File: src/rtl/pca_pkg.sv
// Shared types for the port clash arbiter.
// Assumes: two ports only; holder encodes which of them owns a collision.
package pca_pkg;
    typedef enum logic [1:0] {
        HOLD_NONE  = 2'd0,
        HOLD_LEFT  = 2'd1,
        HOLD_RIGHT = 2'd2
    } holder_e;
endpackage

File: src/rtl/pca_port_history.sv
// Remembers one port's enable and address from the previous cycle and
// reports whether the port was already parked on its current address.
// Assumes: a synchronous active-low reset clears the history.
module pca_port_history #(
    parameter int ADDR_W = 13
) (
    input  logic              clk,
    input  logic              rst_n,
    input  logic              en,
    input  logic [ADDR_W-1:0] addr,
    output logic              was_here
);
    logic              prev_en;
    logic [ADDR_W-1:0] prev_addr;

    // Capture this cycle's request for comparison in the next cycle.
    always_ff @(posedge clk) begin
        if (!rst_n) begin
            prev_en   <= 1'b0;
            prev_addr <= '0;
        end else begin
            prev_en   <= en;
            prev_addr <= addr;
        end
    end

    // Parked means enabled now and last cycle on the same address.
    always_comb begin
        was_here = en && prev_en && (prev_addr == addr);
    end
endmodule

File: src/rtl/pca_judge.sv
// Detects a collision between the two ports and picks the winner:
// current holder first, then the port parked earlier, then left on a tie.
// Assumes: holder is HOLD_NONE whenever the previous cycle had no collision.
module pca_judge
    import pca_pkg::*;
#(
    parameter int ADDR_W = 13
) (
    input  logic              l_en,
    input  logic [ADDR_W-1:0] l_addr,
    input  logic              l_was_here,
    input  logic              r_en,
    input  logic [ADDR_W-1:0] r_addr,
    input  logic              r_was_here,
    input  holder_e           holder,
    output logic              collide,
    output holder_e           winner
);
    // Collision exists only with both enables on one address.
    always_comb begin
        collide = l_en && r_en && (l_addr == r_addr);
    end

    // Winner selection in priority order.
    always_comb begin
        if (!collide)
            winner = HOLD_NONE;
        else if (holder != HOLD_NONE)
            winner = holder;
        else if (r_was_here && !l_was_here)
            winner = HOLD_RIGHT;
        else
            winner = HOLD_LEFT;
    end
endmodule

File: src/rtl/pca_holder.sv
// Registers the winner of an ongoing collision so the grant stays put.
// Assumes: cleared in slave mode, since the grant then comes from outside.
module pca_holder
    import pca_pkg::*;
(
    input  logic    clk,
    input  logic    rst_n,
    input  logic    master_sel,
    input  logic    collide,
    input  holder_e winner,
    output holder_e holder
);
    // Keep the winner while the collision lasts, else forget it.
    always_ff @(posedge clk) begin
        if (!rst_n)
            holder <= HOLD_NONE;
        else if (master_sel && collide)
            holder <= winner;
        else
            holder <= HOLD_NONE;
    end
endmodule

File: src/rtl/pca_port_gate.sv
// Selects one port's busy flag (local or imported) and gates its write.
// Assumes: all inputs are settled within the cycle; output is combinational.
module pca_port_gate (
    input  logic rst_n,
    input  logic master_sel,
    input  logic local_lose,
    input  logic busy_in_n,
    input  logic en,
    input  logic wr,
    output logic busy_n,
    output logic wr_ok
);
    // Busy source by mode; forced inactive in reset.
    always_comb begin
        if (!rst_n)
            busy_n = 1'b1;
        else if (master_sel)
            busy_n = !local_lose;
        else
            busy_n = busy_in_n;
    end

    // A write goes through only for an enabled, non-busy port.
    always_comb begin
        wr_ok = rst_n && en && wr && busy_n;
    end
endmodule

File: src/rtl/port_clash_arbiter.sv
// Top of the two-port address contention arbiter.
// Assumes: one clock, synchronous active-low reset, both ports synchronous.
module port_clash_arbiter
    import pca_pkg::*;
#(
    parameter int ADDR_W = 13
) (
    input  logic              clk,
    input  logic              rst_n,
    input  logic              master_sel,
    input  logic              lft_en,
    input  logic              lft_wr,
    input  logic [ADDR_W-1:0] lft_addr,
    input  logic              lft_busy_in_n,
    input  logic              rgt_en,
    input  logic              rgt_wr,
    input  logic [ADDR_W-1:0] rgt_addr,
    input  logic              rgt_busy_in_n,
    output logic              lft_busy_n,
    output logic              rgt_busy_n,
    output logic              lft_wr_ok,
    output logic              rgt_wr_ok
);
    logic    l_was_here;
    logic    r_was_here;
    logic    collide;
    holder_e winner;
    holder_e holder;
    logic    l_lose;
    logic    r_lose;

    pca_port_history #(.ADDR_W(ADDR_W)) hist_l_i (
        .clk(clk), .rst_n(rst_n), .en(lft_en), .addr(lft_addr),
        .was_here(l_was_here)
    );

    pca_port_history #(.ADDR_W(ADDR_W)) hist_r_i (
        .clk(clk), .rst_n(rst_n), .en(rgt_en), .addr(rgt_addr),
        .was_here(r_was_here)
    );

    pca_judge #(.ADDR_W(ADDR_W)) judge_i (
        .l_en(lft_en), .l_addr(lft_addr), .l_was_here(l_was_here),
        .r_en(rgt_en), .r_addr(rgt_addr), .r_was_here(r_was_here),
        .holder(holder), .collide(collide), .winner(winner)
    );

    pca_holder holder_i (
        .clk(clk), .rst_n(rst_n), .master_sel(master_sel),
        .collide(collide), .winner(winner), .holder(holder)
    );

    // The loser of a collision is the port that is not the winner.
    always_comb begin
        l_lose = collide && (winner == HOLD_RIGHT);
        r_lose = collide && (winner == HOLD_LEFT);
    end

    pca_port_gate gate_l_i (
        .rst_n(rst_n), .master_sel(master_sel), .local_lose(l_lose),
        .busy_in_n(lft_busy_in_n), .en(lft_en), .wr(lft_wr),
        .busy_n(lft_busy_n), .wr_ok(lft_wr_ok)
    );

    pca_port_gate gate_r_i (
        .rst_n(rst_n), .master_sel(master_sel), .local_lose(r_lose),
        .busy_in_n(rgt_busy_in_n), .en(rgt_en), .wr(rgt_wr),
        .busy_n(rgt_busy_n), .wr_ok(rgt_wr_ok)
    );
endmodule

File: config.mk
export PLATFORM = sky130hd
export DESIGN_NAME = port_clash_arbiter
export DESIGN_NICKNAME = d
export VERILOG_FILES = /design/src/rtl/pca_pkg.sv /design/src/rtl/pca_port_history.sv /design/src/rtl/pca_judge.sv /design/src/rtl/pca_holder.sv /design/src/rtl/pca_port_gate.sv /design/src/rtl/port_clash_arbiter.sv
export SDC_FILE = /design/constraint.sdc
export NUM_CORES = 1
export LEC_CHECK = 0
export BUFFER_PORTS_ARGS = -buffer_cell sky130_fd_sc_hd__buf_2
export CAP_MARGIN = 10
export CORE_ASPECT_RATIO = 1.2
export CORE_UTILIZATION = 50
export CTS_CLUSTER_DIAMETER = 30
export DETAILED_ROUTE_END_ITERATION = 16
export HOLD_SLACK_MARGIN = 0.02
export MAX_ROUTING_LAYER = met4
export PLACE_DENSITY = 0.77
export SYNTH_ARGS = -nofsm -noshare
export SYNTH_HDL_FRONTEND = slang
export SYNTH_SLANG_ARGS = --single-unit
File: constraint.sdc
create_clock -name clk -period 2.15 [get_ports clk]
set_input_delay 0.43 -clock clk [delete_from_list [all_inputs] [get_ports clk]]
set_output_delay 0.43 -clock clk [all_outputs]
set_load 0.005 [all_outputs]
# After elaboration in Yosys (flattened, before gate mapping)
# Cells that the tools add are included.
totals:
  output_inout_bits: 4
  in_bits: 35
  regBits: 30
classes:
  eq_ne: 5
  reduce_logical: 21
  muxes: 7
ops:
  columns: ["operator", "count"]
  rows:
  - ["equality test 13 bit", 3]
  - ["logical AND 1 bit", 16]
  - ["two-way mux 2 bit", 3]
  - ["two-way mux 1 bit", 4]
  - ["logical NOT 1 bit", 3]
  - ["equality test 2 x 1 -> 1 bit, second input constant", 1]
  - ["equality test 2 bit, second input constant", 1]
  - ["AND reduction 2 bit", 1]
  - ["nonzero test 2 bit", 1]

# Logic depth before layout (Yosys ltp)
# Gate-level depths: netlist (run 1).
depth:
  word_depth: 13
  depth_mapped: 5
  ltp_nobuf: 5

# Hierarchy
# Synthesis (run 1) repeated with hierarchy kept, for this count alone.
unflattened:
  hier_cells: 141
  area_unflattened_um2: 1383.8
modules_own_cells:
  columns: ["module", "area_each_um2", "seq_area_each_um2", "n_inst", "cells_each"]
  rows:
  - ["pca_port_history", 523.0, 280.3, 2, 47]
  - ["pca_judge", 197.7, 0.0, 1, 31]
  - ["pca_port_gate", 32.5, 0.0, 2, 5]
  - ["pca_holder", 57.6, 40.0, 1, 4]
  - ["port_clash_arbiter", 17.5, 0.0, 1, 2]

# Least setup slack after synthesis (run 1)
# Ideal clock, no wire load.
synth_timing:
  path_type: "input port to output port"
  from: "in lft_addr[9]"
  to: "out rgt_busy_n"
  cell_stages: 5
  required_time_ps: 1720
  path_buffers: 0
  arrival_time_ps: 1605
  path_slack_ps: 115
  cell_sequence: "xnor2_1 > nand4_1 > or4_4 > a211oi_2 > o21ba_1"
synth_between:
  elab_chain_cells: 12
  word_cells_on_any_way: 14
synth_rtl:
  columns: ["item", "line", "rtl"]
  rows:
  - ["start, declared", "port_clash_arbiter.sv:13", "input logic [ADDR_W-1:0] lft_addr,"]
  - ["equality test 13 bit", "pca_port_history.sv:29", "was_here = en && prev_en && (prev_addr == addr);"]
  - ["logical AND 1 bit", "pca_port_history.sv:29", null]
  - ["logical NOT 1 bit", "pca_judge.sv:30", "else if (r_was_here && !l_was_here)"]
  - ["logical AND 1 bit", "pca_judge.sv:30", null]
  - ["two-way mux 2 bit", "pca_judge.sv:30", null]
  - ["two-way mux 2 bit", "pca_judge.sv:28", "else if (holder != HOLD_NONE)"]
  - ["two-way mux 2 bit", "pca_judge.sv:26", "if (!collide)"]
  - ["equality test 2 x 1 -> 1 bit", "port_clash_arbiter.sv:56", "r_lose = collide && (winner == HOLD_LEFT);"]
  - ["logical AND 1 bit *", "port_clash_arbiter.sv:56", null]
  - ["logical NOT 1 bit *", "pca_port_gate.sv:18", "busy_n = !local_lose;"]
  - ["two-way mux 1 bit *", "pca_port_gate.sv:17", "else if (master_sel)"]
  - ["two-way mux 1 bit *", "pca_port_gate.sv:15", "if (!rst_n)"]
  - ["end, declared", "port_clash_arbiter.sv:20", "output logic rgt_busy_n,"]
# Every way passes the cells marked *; elsewhere a longest branch is shown, timed or not.

# Final worst setup path (run 1)
layout_timing:
  from: "reg hist_l_i.prev_addr[4]"
  to: "out rgt_busy_n"
layout_between:
  elab_chain_cells: 12
layout_rtl:
  columns: ["item", "line", "rtl"]
  rows:
  - ["start, declared", "pca_port_history.sv:14", "logic [ADDR_W-1:0] prev_addr;"]
  - ["start signal, assigned", "pca_port_history.sv:23", "prev_addr <= addr;"]
  - ["equality test 13 bit", "pca_port_history.sv:29", null]
  - ["logical AND 1 bit", "pca_port_history.sv:29", null]
  - ["logical NOT 1 bit", "pca_judge.sv:30", null]
  - ["logical AND 1 bit", "pca_judge.sv:30", null]
  - ["two-way mux 2 bit", "pca_judge.sv:30", null]
  - ["two-way mux 2 bit", "pca_judge.sv:28", null]
  - ["two-way mux 2 bit", "pca_judge.sv:26", null]
  - ["equality test 2 x 1 -> 1 bit", "port_clash_arbiter.sv:56", null]
  - ["logical AND 1 bit", "port_clash_arbiter.sv:56", null]
  - ["logical NOT 1 bit", "pca_port_gate.sv:18", null]
  - ["two-way mux 1 bit", "pca_port_gate.sv:17", null]
  - ["two-way mux 1 bit", "pca_port_gate.sv:15", null]
# Every way passes these cells.

==> results of run 1 <==
kinds of logic (layout without fill, tap and decap cells):
| logic type | Yosys count | after routing | synth area share, % |
|---|---|---|---|
| AOI/OAI and AO/OA | 5 | 5 | 3.09 |
| buffers and inverters | 4 | 68 | 1.06 |
| xor gates and xnor gates | 39 | 39 | 24.1 |
| and+or+nand+nor | 69 | 69 | 29.4 |
| DFF | 30 | 30 | 42.4 |
path summary, 6_finish.rpt:
kind	end	slack (ns)	depth (start not counted)
worst max register to register	holder_i.holder[1]$_SDFF_PN0_	0.47	6
worst max-delay path	rgt_busy_n	-0.29	6
worst min register to register	holder_i.holder[0]$_SDFF_PN0_	0.55	2
worst min-delay path	hist_r_i.prev_addr[4]$_SDFF_PN0_	0.34	2
flip-flops by register name, indices dropped and copies added, names as in the netlist:
register            count
hist_r_i.prev_en        1
holder_i.holder         2
hist_r_i.prev_addr     13
hist_l_i.prev_en        1
hist_l_i.prev_addr     13
cell type report:
cell class / instances / area, um^2 / share of cell area (%)
clock buffer: 7 / 55.1 / 2.61
clock inverter: 1 / 5.00 / 0.237
inverter: 1 / 3.75 / 0.178
multi-input combinational: 113 / 1010 / 47.8
sequential: 30 / 608 / 28.8
tap: 33 / 41.3 / 1.95
timing repair buffer: 59 / 389 / 18.4
worst max-delay path, delay by kind of cell (launching register included):
kind	cells	cell delay, ns
simple gates	2	0.65
compound gates	2	0.38
flops	1	0.34
xor+xnor	1	0.17
buf+inv	1	0.12
where the power goes:
group,total (mW),internal (mW),switching (mW)
clock network,0.365,0.158,0.207
logic,0.279,0.138,0.140
registers,0.602,0.585,0.0169
repair_timing:
| item | in CTS | in global routing |
|---|---|---|
| setup buffers | 1 | 2 |
| endpoints found under the setup margin | 4 | 4 |
| pin swaps | 23 | 5 |
| gates resized for setup | 41 | 7 |
layout by cell type, fill, tap and decap left out, types with 2 or more instances in the layout:
cell type and instances:
sky130_fd_sc_hd__xnor2_2 13, sky130_fd_sc_hd__xor2_1 19, sky130_fd_sc_hd__nor4_2 7, sky130_fd_sc_hd__nor4_1 7
sky130_fd_sc_hd__dfxtp_2 6, sky130_fd_sc_hd__nor2_1 5, sky130_fd_sc_hd__buf_6 9, sky130_fd_sc_hd__nor3_1 3
sky130_fd_sc_hd__nand2_1 2, sky130_fd_sc_hd__buf_4 15, sky130_fd_sc_hd__and2_1 27, sky130_fd_sc_hd__clkbuf_4 5
sky130_fd_sc_hd__buf_2 35, sky130_fd_sc_hd__xor2_2 7, sky130_fd_sc_hd__nand4_1 10, sky130_fd_sc_hd__dfxtp_1 24
metal layers:
layer,GRT usage (%),up-vias
met5,-,-
met4,19.8,0
met3,11.5,30
met2,45.9,93
met1,31.3,640
li1,-,626
metrics by stage:
| step | hold WS [ns] | setup WS (ns) |
|---|---|---|
| after floorplan | 0.478 | 0.115 |
| after global placement | 0.510 | -0.200 |
| after detailed placement | 0.525 | -0.209 |
| after CTS | 0.349 | -0.307 |
| after global routing | 0.320 | -0.374 |
| final | 0.343 | -0.289 |
==> impl.org, run 1 <==
** Status
- The flow ran to the end, but the final reports show violations.
- Failing checks :: setup timing

** Power and ir drop
- Power comes to 1.25 mW.
- Dividing total power by cell area gives a power density of 590 nW/um^2.
- Across the VDD grid, the largest voltage drop is 0.612 mV.
- Pleak :: 0.898 nW

** Timing
- Achievable clock frequency :: 410 MHz
- At the pin with the least slew margin, the transition time is 0.378 ns.
- Worst slew slack as a fraction of its limit :: 74.7%
- Period utilisation layout :: 113%
- Setup repair after global routing missed its margin :: yes
- Smallest setup slack after layout :: -0.289 ns
- Adding up every negative setup slack in the final design gives -0.780 ns.
- Setup violations remaining at the end of the flow were counted as 4.
- Counting I/O delays and the setup requirement, the final critical path takes 2.44 ns.
- Slew Limit Fails :: 0
- Fin Clk Skew :: 0.00811 ns
- The number of hold violations in the final report is 0.

** Logic synthesis
- The synthesized design contains 0 enable-type register cells.
- In this run, synthesis produced a sequential element count of 30.
- The number of nets in the synthesized netlist is 182.
- Among all flip-flop cells after synthesis, the most frequent one is sky130_fd_sc_hd__dfxtp_1.
- Ranked by total cell area, the synthesized netlist is headed by sky130_fd_sc_hd__dfxtp_1 (42%), sky130_fd_sc_hd__xor2_1 (16%), sky130_fd_sc_hd__and2_1 (12%), sky130_fd_sc_hd__xnor2_1 (8.0%), sky130_fd_sc_hd__nor4_1 (6.2%).
- Dividing the synthesized area by the synthesized cell count gives 9.64 um^2.
- Library cell with the highest instance count after synthesis :: sky130_fd_sc_hd__dfxtp_1
- For this run, the number of Yosys warnings is 0.
- The biggest area contributor in the post-synthesis netlist is sky130_fd_sc_hd__dfxtp_1.
- In the synthesized netlist, the number of instances is 147.
- By count the netlist is led by sky130_fd_sc_hd__dfxtp_1 (30), sky130_fd_sc_hd__and2_1 (27), sky130_fd_sc_hd__xor2_1 (26).
- Share of the synthesized area in the top cell type :: 42.4%
- Sequential elements use 42.4% of the synthesized area.
- Counting flops with an async set or reset pin after synthesis yields a share of 0%.
- The mapped netlist covers 1420 um^2.
- Count of unique library cells instantiated by Yosys :: 22

** Clock tree
- Maximum buffer depth of the clock tree :: 2
- Number of buffers inserted during clock tree synthesis :: 5
- Hold buffers post-CTS :: 0
- TritonCTS built the clock tree.
- For the worst-skew pair, the clock arrives at the later sink with an insertion delay of 0.35 ns.
- CTS sink count :: 30
- Root buffer selected by CTS :: sky130_fd_sc_hd__clkbuf_4
- H-tree depth :: 2
- Clock slew at the register clock pins of the worst setup and hold paths :: 0.10 ns

** Global route
- Via count of the first global-routing pass :: 1381
- Entering global routing, the biggest net connects 30 pins.
- Number of antenna violations at the first check in global routing :: 0
- Total global routing track utilization :: 29.6%
- Global routing finished with a remaining overflow of 0.
- Global-route wire length before repair :: 6.13 mm

** Placement
- Weighted congestion at the end of routability-driven global placement :: 0.980
- IO buf count :: 38
- Placed wire-length estimate after detailed placement :: 2.63 mm
- After detailed placement, the design holds a cell count of 233.
- In this run the cell area measured after placement is 1770 um^2.

** Routing
- Routed metal-1 wirelength :: 1.59 mm
- Met2 Routed Length :: 2.17 mm
- Wire per inst :: 18.0 um
- After detailed routing, the number of vias per cell comes to 5.69.
- Antenna-violating nets left :: 0
- For this run, design rule violations remaining after detail routing come to 0.
- The routed layout has 1389 vias.
- Uppermost metal layer occupied by signal nets :: met4
- The first detailed-routing pass took 4 iterations.
- Total Routed Length :: 4.40 mm
- DRC violation total after the first TritonRoute iteration :: 74
- Length of routed met3 wiring :: 355 um

** Finish
- The finished layout holds 244 standard cells, fillers aside.
- Share of cells above drive strength 1 :: 49.8%
- Counting the fill cells in the layout gives 165.
- The finished cells cover 2110 um^2.
- 0 antenna diodes ended up in the layout.
- Area overhead of the layout relative to synthesis :: 49.1%
- At the end of the flow, the number of nets in the layout was 245.
- Post-layout utilization of the core :: 81.2%

** Worst setup path
- Tracing the worst setup path back leads to its startpoint at hist_l_i.prev_addr[4]$_SDFF_PN0_.
- The critical path goes through xnor2_2 > nand3_1 > or4_4 > a211oi_2 > o21ba_1 > buf_2.
- CP startpoint kind :: flip-flop
- For the worst setup path, the data arrival time is 2.01 ns.
- The largest single stage delay on the critical path is 0.55 ns.
- The critical path is of the flip-flop to primary output type.
- STA classifies the critical path endpoint as a primary output.
- Worst endpoint required time :: 1.72 ns
- Crit Path Max Fanout :: 2
- In this run the critical register-to-register path is launched from hist_l_i.prev_addr[4]$_SDFF_PN0_.
- For this design, the slowest cell found on the critical path is sky130_fd_sc_hd__or4_4.

** Floorplanning
- Die Y :: 60.3 um
- Floorplan Core Area :: 2600 um^2
- In this run the count of I/O pins placed on the die edge is 39.
- Die width :: 50.6 um
- Placement Rows :: 20
- For this configuration, the core starts out at a cell density of 54.5%.
- The die covers 3050 um^2.

** Hold path
- The worst hold path begins at rgt_addr[4].
- Class of the most critical hold timing path :: input port to flip-flop

** Job
- Max-cap violations :: 0
Power figures use the tool's default switching activity.
==> run 2: changes to the inputs <==
--- a/config.mk
+++ b/config.mk
@@ -13,7 +13,7 @@
 export DETAILED_ROUTE_END_ITERATION = 16
 export HOLD_SLACK_MARGIN = 0.02
 export MAX_ROUTING_LAYER = met4
-export PLACE_DENSITY = 0.77
+export PLACE_DENSITY_LB_ADDON = 0.12
 export SYNTH_ARGS = -nofsm -noshare
 export SYNTH_HDL_FRONTEND = slang
 export SYNTH_SLANG_ARGS = --single-unit
==> impl.org, run 2 (synthesis gave the netlist of run 1 again) <==
** Clock tree
- After clock tree synthesis, the clock-pin slew on the worst setup and hold paths is 0.10 ns.
- Number of buffers inserted during clock tree synthesis :: 5
- In this run the number of H-tree levels came out at 2.
- For this design, the sink count on the clock tree is 30.
- The number of hold buffers added after CTS was 0.
- CTS placed an instance of sky130_fd_sc_hd__clkbuf_4 at the clock tree root.
- Clock tree from TritonCTS :: yes
- Maximum buffer depth of the clock tree :: 2
- For the worst-skew pair, the clock arrives at the later sink with an insertion delay of 0.34 ns.

** Global route
- Via count of the first global-routing pass :: 1368
- After global routing the overflow that remains totals 0.
- Number of antenna violations at the first check in global routing :: 0
- Total global routing track utilization :: 28.3%
- Global-route wire length before repair :: 5.94 mm
- Entering global routing, the biggest net connects 30 pins.

** Placement
- Weighted congestion at the end of routability-driven global placement :: 0.938
- Placed wire-length estimate after detailed placement :: 2.64 mm
- IO buf count :: 38
- OpenSTA, run right after detailed placement, puts the worst setup slack at -0.240 ns.

** Floorplanning
- In this run the core area contains 20 standard-cell rows.
- Die Y :: 60.3 um
- The die covers 3050 um^2.
- Initial core utilization :: 54.5%
- Die width :: 50.6 um
- In this run the standard cell core region covers 2600 um^2.
- Top-level I/O count :: 39

** Power and ir drop
- The analysis attributes to cell leakage a power of 0.912 nW.
- IR analysis of the VDD net gives a maximum drop of 0.598 mV.
- Power per unit of standard cell area :: 585 nW/um^2

** Timing
- Slew Limit Fails :: 0
- Achievable clock frequency :: 383 MHz
- Worst slew slack as a fraction of its limit :: 68.4%
- The number of hold violations in the final report was 0.
- After layout, the worst path uses 122% of the clock period.
- The clock arrives with 0.00777 ns of skew.
- Setup TNS Final :: -0.985 ns
- Subtracting the final worst setup slack from the clock period gives 2.61 ns.
- Final setup fails :: 4
- Setup repair after global routing missed its margin :: yes
- Worst-margin pin slew :: 0.470 ns
- Smallest setup slack after layout :: -0.462 ns

** Routing
- Drt pass-1 iters :: 4
- Number of vias per cell :: 5.52
- Antenna-violating nets left :: 0
- Remaining design rule violation count :: 0
- Count of vias placed by the detailed router :: 1375
- Dividing the detail-routed wire length by the instance count gives 16.0 um.
- In this run, the number of DRC markers left after iteration 0 of detailed routing was 34.
- Total Routed Length :: 3.99 mm

** Worst setup path
- Top cell by count, worst path :: sky130_fd_sc_hd__buf_2
- Worst-path cell chain :: buf_2 > buf_4 > xor2_1 > nor4_1 > nand4_1 > a211oi_4 > o21ba_1 > buf_2
- On the worst path, the slowest cell contributes a delay of 0.47 ns.
- For the worst setup path, the data arrival time is 2.18 ns.
- Worst endpoint required time :: 1.72 ns
- Kind of critical path :: input port to primary output
- Kind of cell adding the most delay to the critical path :: simple AND/OR/NAND/NOR gates
- The worst setup path is launched from an input port.
- Critical path buffers and inverters :: 3
- Crit Path Max Fanout :: 2
- The slowest stage of the critical path belongs to the cell sky130_fd_sc_hd__nor4_1.
- STA classifies the critical path endpoint as a primary output.

** Finish
- Top Registers :: hist_l_i.prev_addr x13, hist_r_i.prev_addr x13, holder_i.holder x2
- After the last flow step, the layout net total stands at 250.
- Share of cells above drive strength 1 :: 48.6%
- Most common library cell in the layout ignoring fill and taps :: sky130_fd_sc_hd__buf_2
- From synthesis to final layout, the design area changed by 49.3%.
- Leaving out fill and tap cells, the most frequent cells in the layout are sky130_fd_sc_hd__buf_2 (36), sky130_fd_sc_hd__and2_1 (27), sky130_fd_sc_hd__dfxtp_1 (24).
- The number of antenna diodes in the final layout is 0.

** Status
- The flow ran to the end, but the final reports show violations.
- Failing checks :: setup timing

** Job
- Max-cap violations :: 0

** Hold path
- Class of the most critical hold timing path :: input port to flip-flop
-- run 2: cell count changes in the layout (fill, tap and decap cells not counted), moves of 2 or more --
cell	previous run	this run
sky130_fd_sc_hd__buf_4	15	20
sky130_fd_sc_hd__xor2_2	7	5
sky130_fd_sc_hd__xor2_1	19	21
sky130_fd_sc_hd__nor4_2	7	4
sky130_fd_sc_hd__nor4_1	7	10
-- run 2: routing by layer --
layer	routed length (um)	GRT usage (%)	vias to the layer above	part of all wire, %
li1	-	-	640	-
met1	1480	28.2	641	37
met2	2050	48.6	76	51
met3	302	9.02	18	7.6
met4	155	16.7	0	3.9
met5	0	-	-	0
-- run 2: cell type report --
| class | instances | area, um^2 |
|---|---|---|
| clock buffers | 6 | 51.3 |
| clock inverters | 2 | 12.5 |
| fillers | 160 | 485 |
| inverters | 1 | 3.75 |
| multi-input cells | 113 | 980 |
| flip-flops and latches | 30 | 608 |
| well taps | 33 | 41.3 |
| repair buffers | 64 | 420 |
-- run 2: where the power goes --
part	switching [mW]	total (mW)	leakage, nW	internal (mW)
registers	0.0154	0.600	0.251	0.585
clock network	0.201	0.358	0.0343	0.157
logic	0.134	0.281	0.626	0.147
total	0.350	1.24	0.912	0.889
-- run 2: per-stage QoR --
step           utilization (%)  cells  hold WS [ns]  instance area (um^2)  power [mW]
3_5_place_dp              69.6    238         0.519                  1810       0.829
6_report                  81.3    249         0.334                  2120        1.24
3_3_place_gp              69.6    238         0.494                  1810       0.821
2_1_floorplan                -    147         0.478                  1420       0.711
4_1_cts                   77.8    246         0.328                  2020        1.21
5_1_grt                   81.3    249         0.341                  2120        1.30
-- run 2: worst paths after layout --
| check | from | endpoint | slack [ns] | cells past startpoint |
|---|---|---|---|---|
| max reg2reg | hist_l_i.prev_addr[2]$_SDFF_PN0_ | holder_i.holder[0]$_SDFF_PN0_ | 0.53 | 4 |
| min reg2reg | holder_i.holder[0]$_SDFF_PN0_ | holder_i.holder[0]$_SDFF_PN0_ | 0.54 | 2 |
| min | rgt_addr[9] | hist_r_i.prev_addr[9]$_SDFF_PN0_ | 0.33 | 2 |
| max | lft_addr[2] | rgt_busy_n | -0.46 | 8 |
-- run 2: what timing repair did --
action / 4_1_cts / 5_1_grt
setup endpoints to repair: 4 / 4
setup buffers: 1 / 3
pin swaps: 22 / 11
gates resized for setup: 27 / 14
==> run 3: changes to the inputs <==
--- a/config.mk
+++ b/config.mk
@@ -10,7 +10,9 @@
 export CORE_ASPECT_RATIO = 1.2
 export CORE_UTILIZATION = 50
 export CTS_CLUSTER_DIAMETER = 30
+export CTS_CLUSTER_SIZE = 24
 export DETAILED_ROUTE_END_ITERATION = 16
+export GPL_TIMING_DRIVEN = 0
 export HOLD_SLACK_MARGIN = 0.02
 export MAX_ROUTING_LAYER = met4
 export PLACE_DENSITY_LB_ADDON = 0.12
==> impl.org, run 3 (synthesis gave the netlist of run 1 again) <==
** Status
- Outcome :: finished, violations left
- The checks that failed: setup timing.

** Clock tree
- The H-tree was split into 2 levels.
- CTS sink count :: 30
- Number of buffers inserted during clock tree synthesis :: 5
- TritonCTS built the clock tree.
- Clock slew at the register clock pins of the worst setup and hold paths :: 0.09 ns
- The cell sitting at the root of the clock tree is a sky130_fd_sc_hd__clkbuf_4.
- Maximum buffer depth of the clock tree :: 2
- Clock latency on the worst-skew pair, taken at its later pin, is 0.33 ns.

** Worst setup path
- Kind of critical path :: flip-flop to primary output
- Endpoint class of the critical path :: primary output
- Critical path buffers and inverters :: 1
- CP startpoint kind :: flip-flop
- Worst-path cell chain :: xnor2_2 > nand4_1 > or4_4 > a211oi_4 > o21ba_1 > buf_2
- In this design, the stage delay of the slowest critical-path cell is 0.58 ns.
- The slowest stage of the critical path is the sky130_fd_sc_hd__or4_4 cell.
- Worst endpoint required time :: 1.72 ns
- Arrival time reported for the critical path endpoint :: 2.05 ns
- Worst reg2reg startpoint :: hist_l_i.prev_addr[6]$_SDFF_PN0_
- Kind of cell adding the most delay to the critical path :: simple AND/OR/NAND/NOR gates
- Tracing the worst setup path back leads to its startpoint at hist_l_i.prev_addr[6]$_SDFF_PN0_.
- Crit Path Max Fanout :: 2

** Floorplanning
- Die footprint :: 3050 um^2
- Die Y :: 60.3 um
- Initial core utilization :: 54.5%
- Top-level I/O count :: 39
- After floorplanning, the core was divided into 20 placement rows.
- Floorplan Core Area :: 2600 um^2
- From left edge to right edge, the die measures 50.6 um.

** Timing
- Between clock sinks in the finished design, the worst skew comes to 0.00352 ns.
- Hold violation count in the final report :: 0
- Final setup fails :: 4
- Worst-margin pin slew :: 0.404 ns
- Setup repair after global routing could not meet its margin everywhere.
- On the final layout, the worst hold slack is 0.353 ns.
- Worst slew slack as a fraction of its limit :: 73.1%
- The number of pins with negative max-slew slack in the final report came to 0.
- Setup TNS Final :: -0.691 ns
- For this run, the top clock speed supported by timing is 403 MHz.
- Of the available clock period, the critical path in the final layout requires 115%.
- Smallest setup slack after layout :: -0.332 ns
- Clock period minus final worst setup slack :: 2.48 ns

** Placement
- Weighted congestion at the end of routability-driven global placement :: 0.860
- The count of buffers added on input and output ports is 38.
- DP Cell Count :: 218
- Placed wire-length estimate after detailed placement :: 2.46 mm

** Finish
- After filler insertion, the fill cell instance count of the layout stands at 190.
- Most frequent cells in the layout :: sky130_fd_sc_hd__buf_2 (38), sky130_fd_sc_hd__and2_1 (27), sky130_fd_sc_hd__xor2_1 (26)
- Measured on the finished design, the core utilization comes to 73.7%.
- Area overhead of the layout relative to synthesis :: 35.2%
- Share of cells above drive strength 1 :: 40.7%
- The library cell used most frequently in the layout, excluding fill and tap cells, is sky130_fd_sc_hd__buf_2.
- The count of cells in the finished layout, fillers not included, comes to 232.
- Top Registers :: hist_l_i.prev_addr x13, hist_r_i.prev_addr x13, holder_i.holder x2
- In the final design database the tool counted 233 nets.
- Final antenna diode count :: 0

** Job
- Max-cap violations :: 0

** Global route
- Total global routing track utilization :: 26.4%
- Via count of the first global-routing pass :: 1233
- Largest net degree at the start of global routing :: 11
- The number of antenna violations at the first check in global routing was 0.
- The first global-routing pass estimated 5.48 mm of wire.
- Total global routing overflow :: 0

** Routing
- The final route contains 1257 vias.
- The first TritonRoute pass finished after 4 iterations.
- Remaining design rule violation count :: 0
- For this block, the initial DRC count from the detailed router was 50.
- After detailed routing, the number of vias per cell comes to 5.42.
- Wire per inst :: 14.9 um
- The routed design has 3.47 mm of wire.
- Antenna-violating nets left :: 0

** Hold path
- Launch instance of the worst min-delay path :: rgt_addr[2]
- Class of the most critical hold timing path :: input port to flip-flop

** Power and ir drop
- Dividing total power by cell area gives a power density of 649 nW/um^2.
- The worst-case IR drop observed on VDD is 0.672 mV.
- Pleak :: 0.813 nW
## run 3: cell type report
class / instances / area (um^2) / area share (%)
clock buffers: 8 / 78.8 / 4.11
plain buffers: 3 / 11.3 / 0.587
repair buffers: 44 / 235 / 12.3
multi-input cells: 113 / 936 / 48.8
flip-flops and latches: 30 / 611 / 31.9
well taps: 33 / 41.3 / 2.15
inverters: 1 / 3.75 / 0.196
## run 3: routing by layer
layer | track usage [%] | routed length, um
met3 | 7.52 | 196
met4 | 14.7 | 101
met1 | 27.8 | 1420
met2 | 44.6 | 1740
met5 | - | 0
## run 3: report_power, final
| group | switching, mW | total (mW) | internal [mW] |
|---|---|---|---|
| Sequential | 0.0153 | 0.601 | 0.585 |
| Combinational | 0.117 | 0.229 | 0.111 |
| Clock | 0.192 | 0.415 | 0.223 |
| Total | 0.325 | 1.24 | 0.920 |
## run 3: worst paths after layout
| kind | endpoint | slack [ns] | cells past startpoint |
|---|---|---|---|
| setup reg to reg | holder_i.holder[0]$_SDFF_PN0_ | 0.49 | 5 |
| setup / recovery | rgt_busy_n | -0.33 | 6 |
| hold / removal | hist_r_i.prev_addr[2]$_SDFF_PN0_ | 0.35 | 2 |
| hold reg to reg | holder_i.holder[0]$_SDFF_PN0_ | 0.54 | 2 |
## run 3: metrics by stage
| stage | worst slack [ns] | area [um^2] | total power, mW |
|---|---|---|---|
| 3_5_place_dp | -0.318 | 1650 | 0.793 |
| 6_report | -0.332 | 1920 | 1.24 |
| 5_1_grt | -0.406 | 1920 | 1.30 |
| 2_1_floorplan | 0.115 | 1420 | 0.711 |
| 4_1_cts | -0.334 | 1840 | 1.23 |
| 3_3_place_gp | -0.229 | 1650 | 0.786 |
## run 3: what timing repair did
action / in CTS / in global routing
buffers inserted: 2 / 4
endpoints found under the setup margin: 4 / 4
hold buffers: 0 / 0
hold endpoints to repair: 0 / 0
gates resized for setup: 16 / 11
pin swaps: 14 / 9
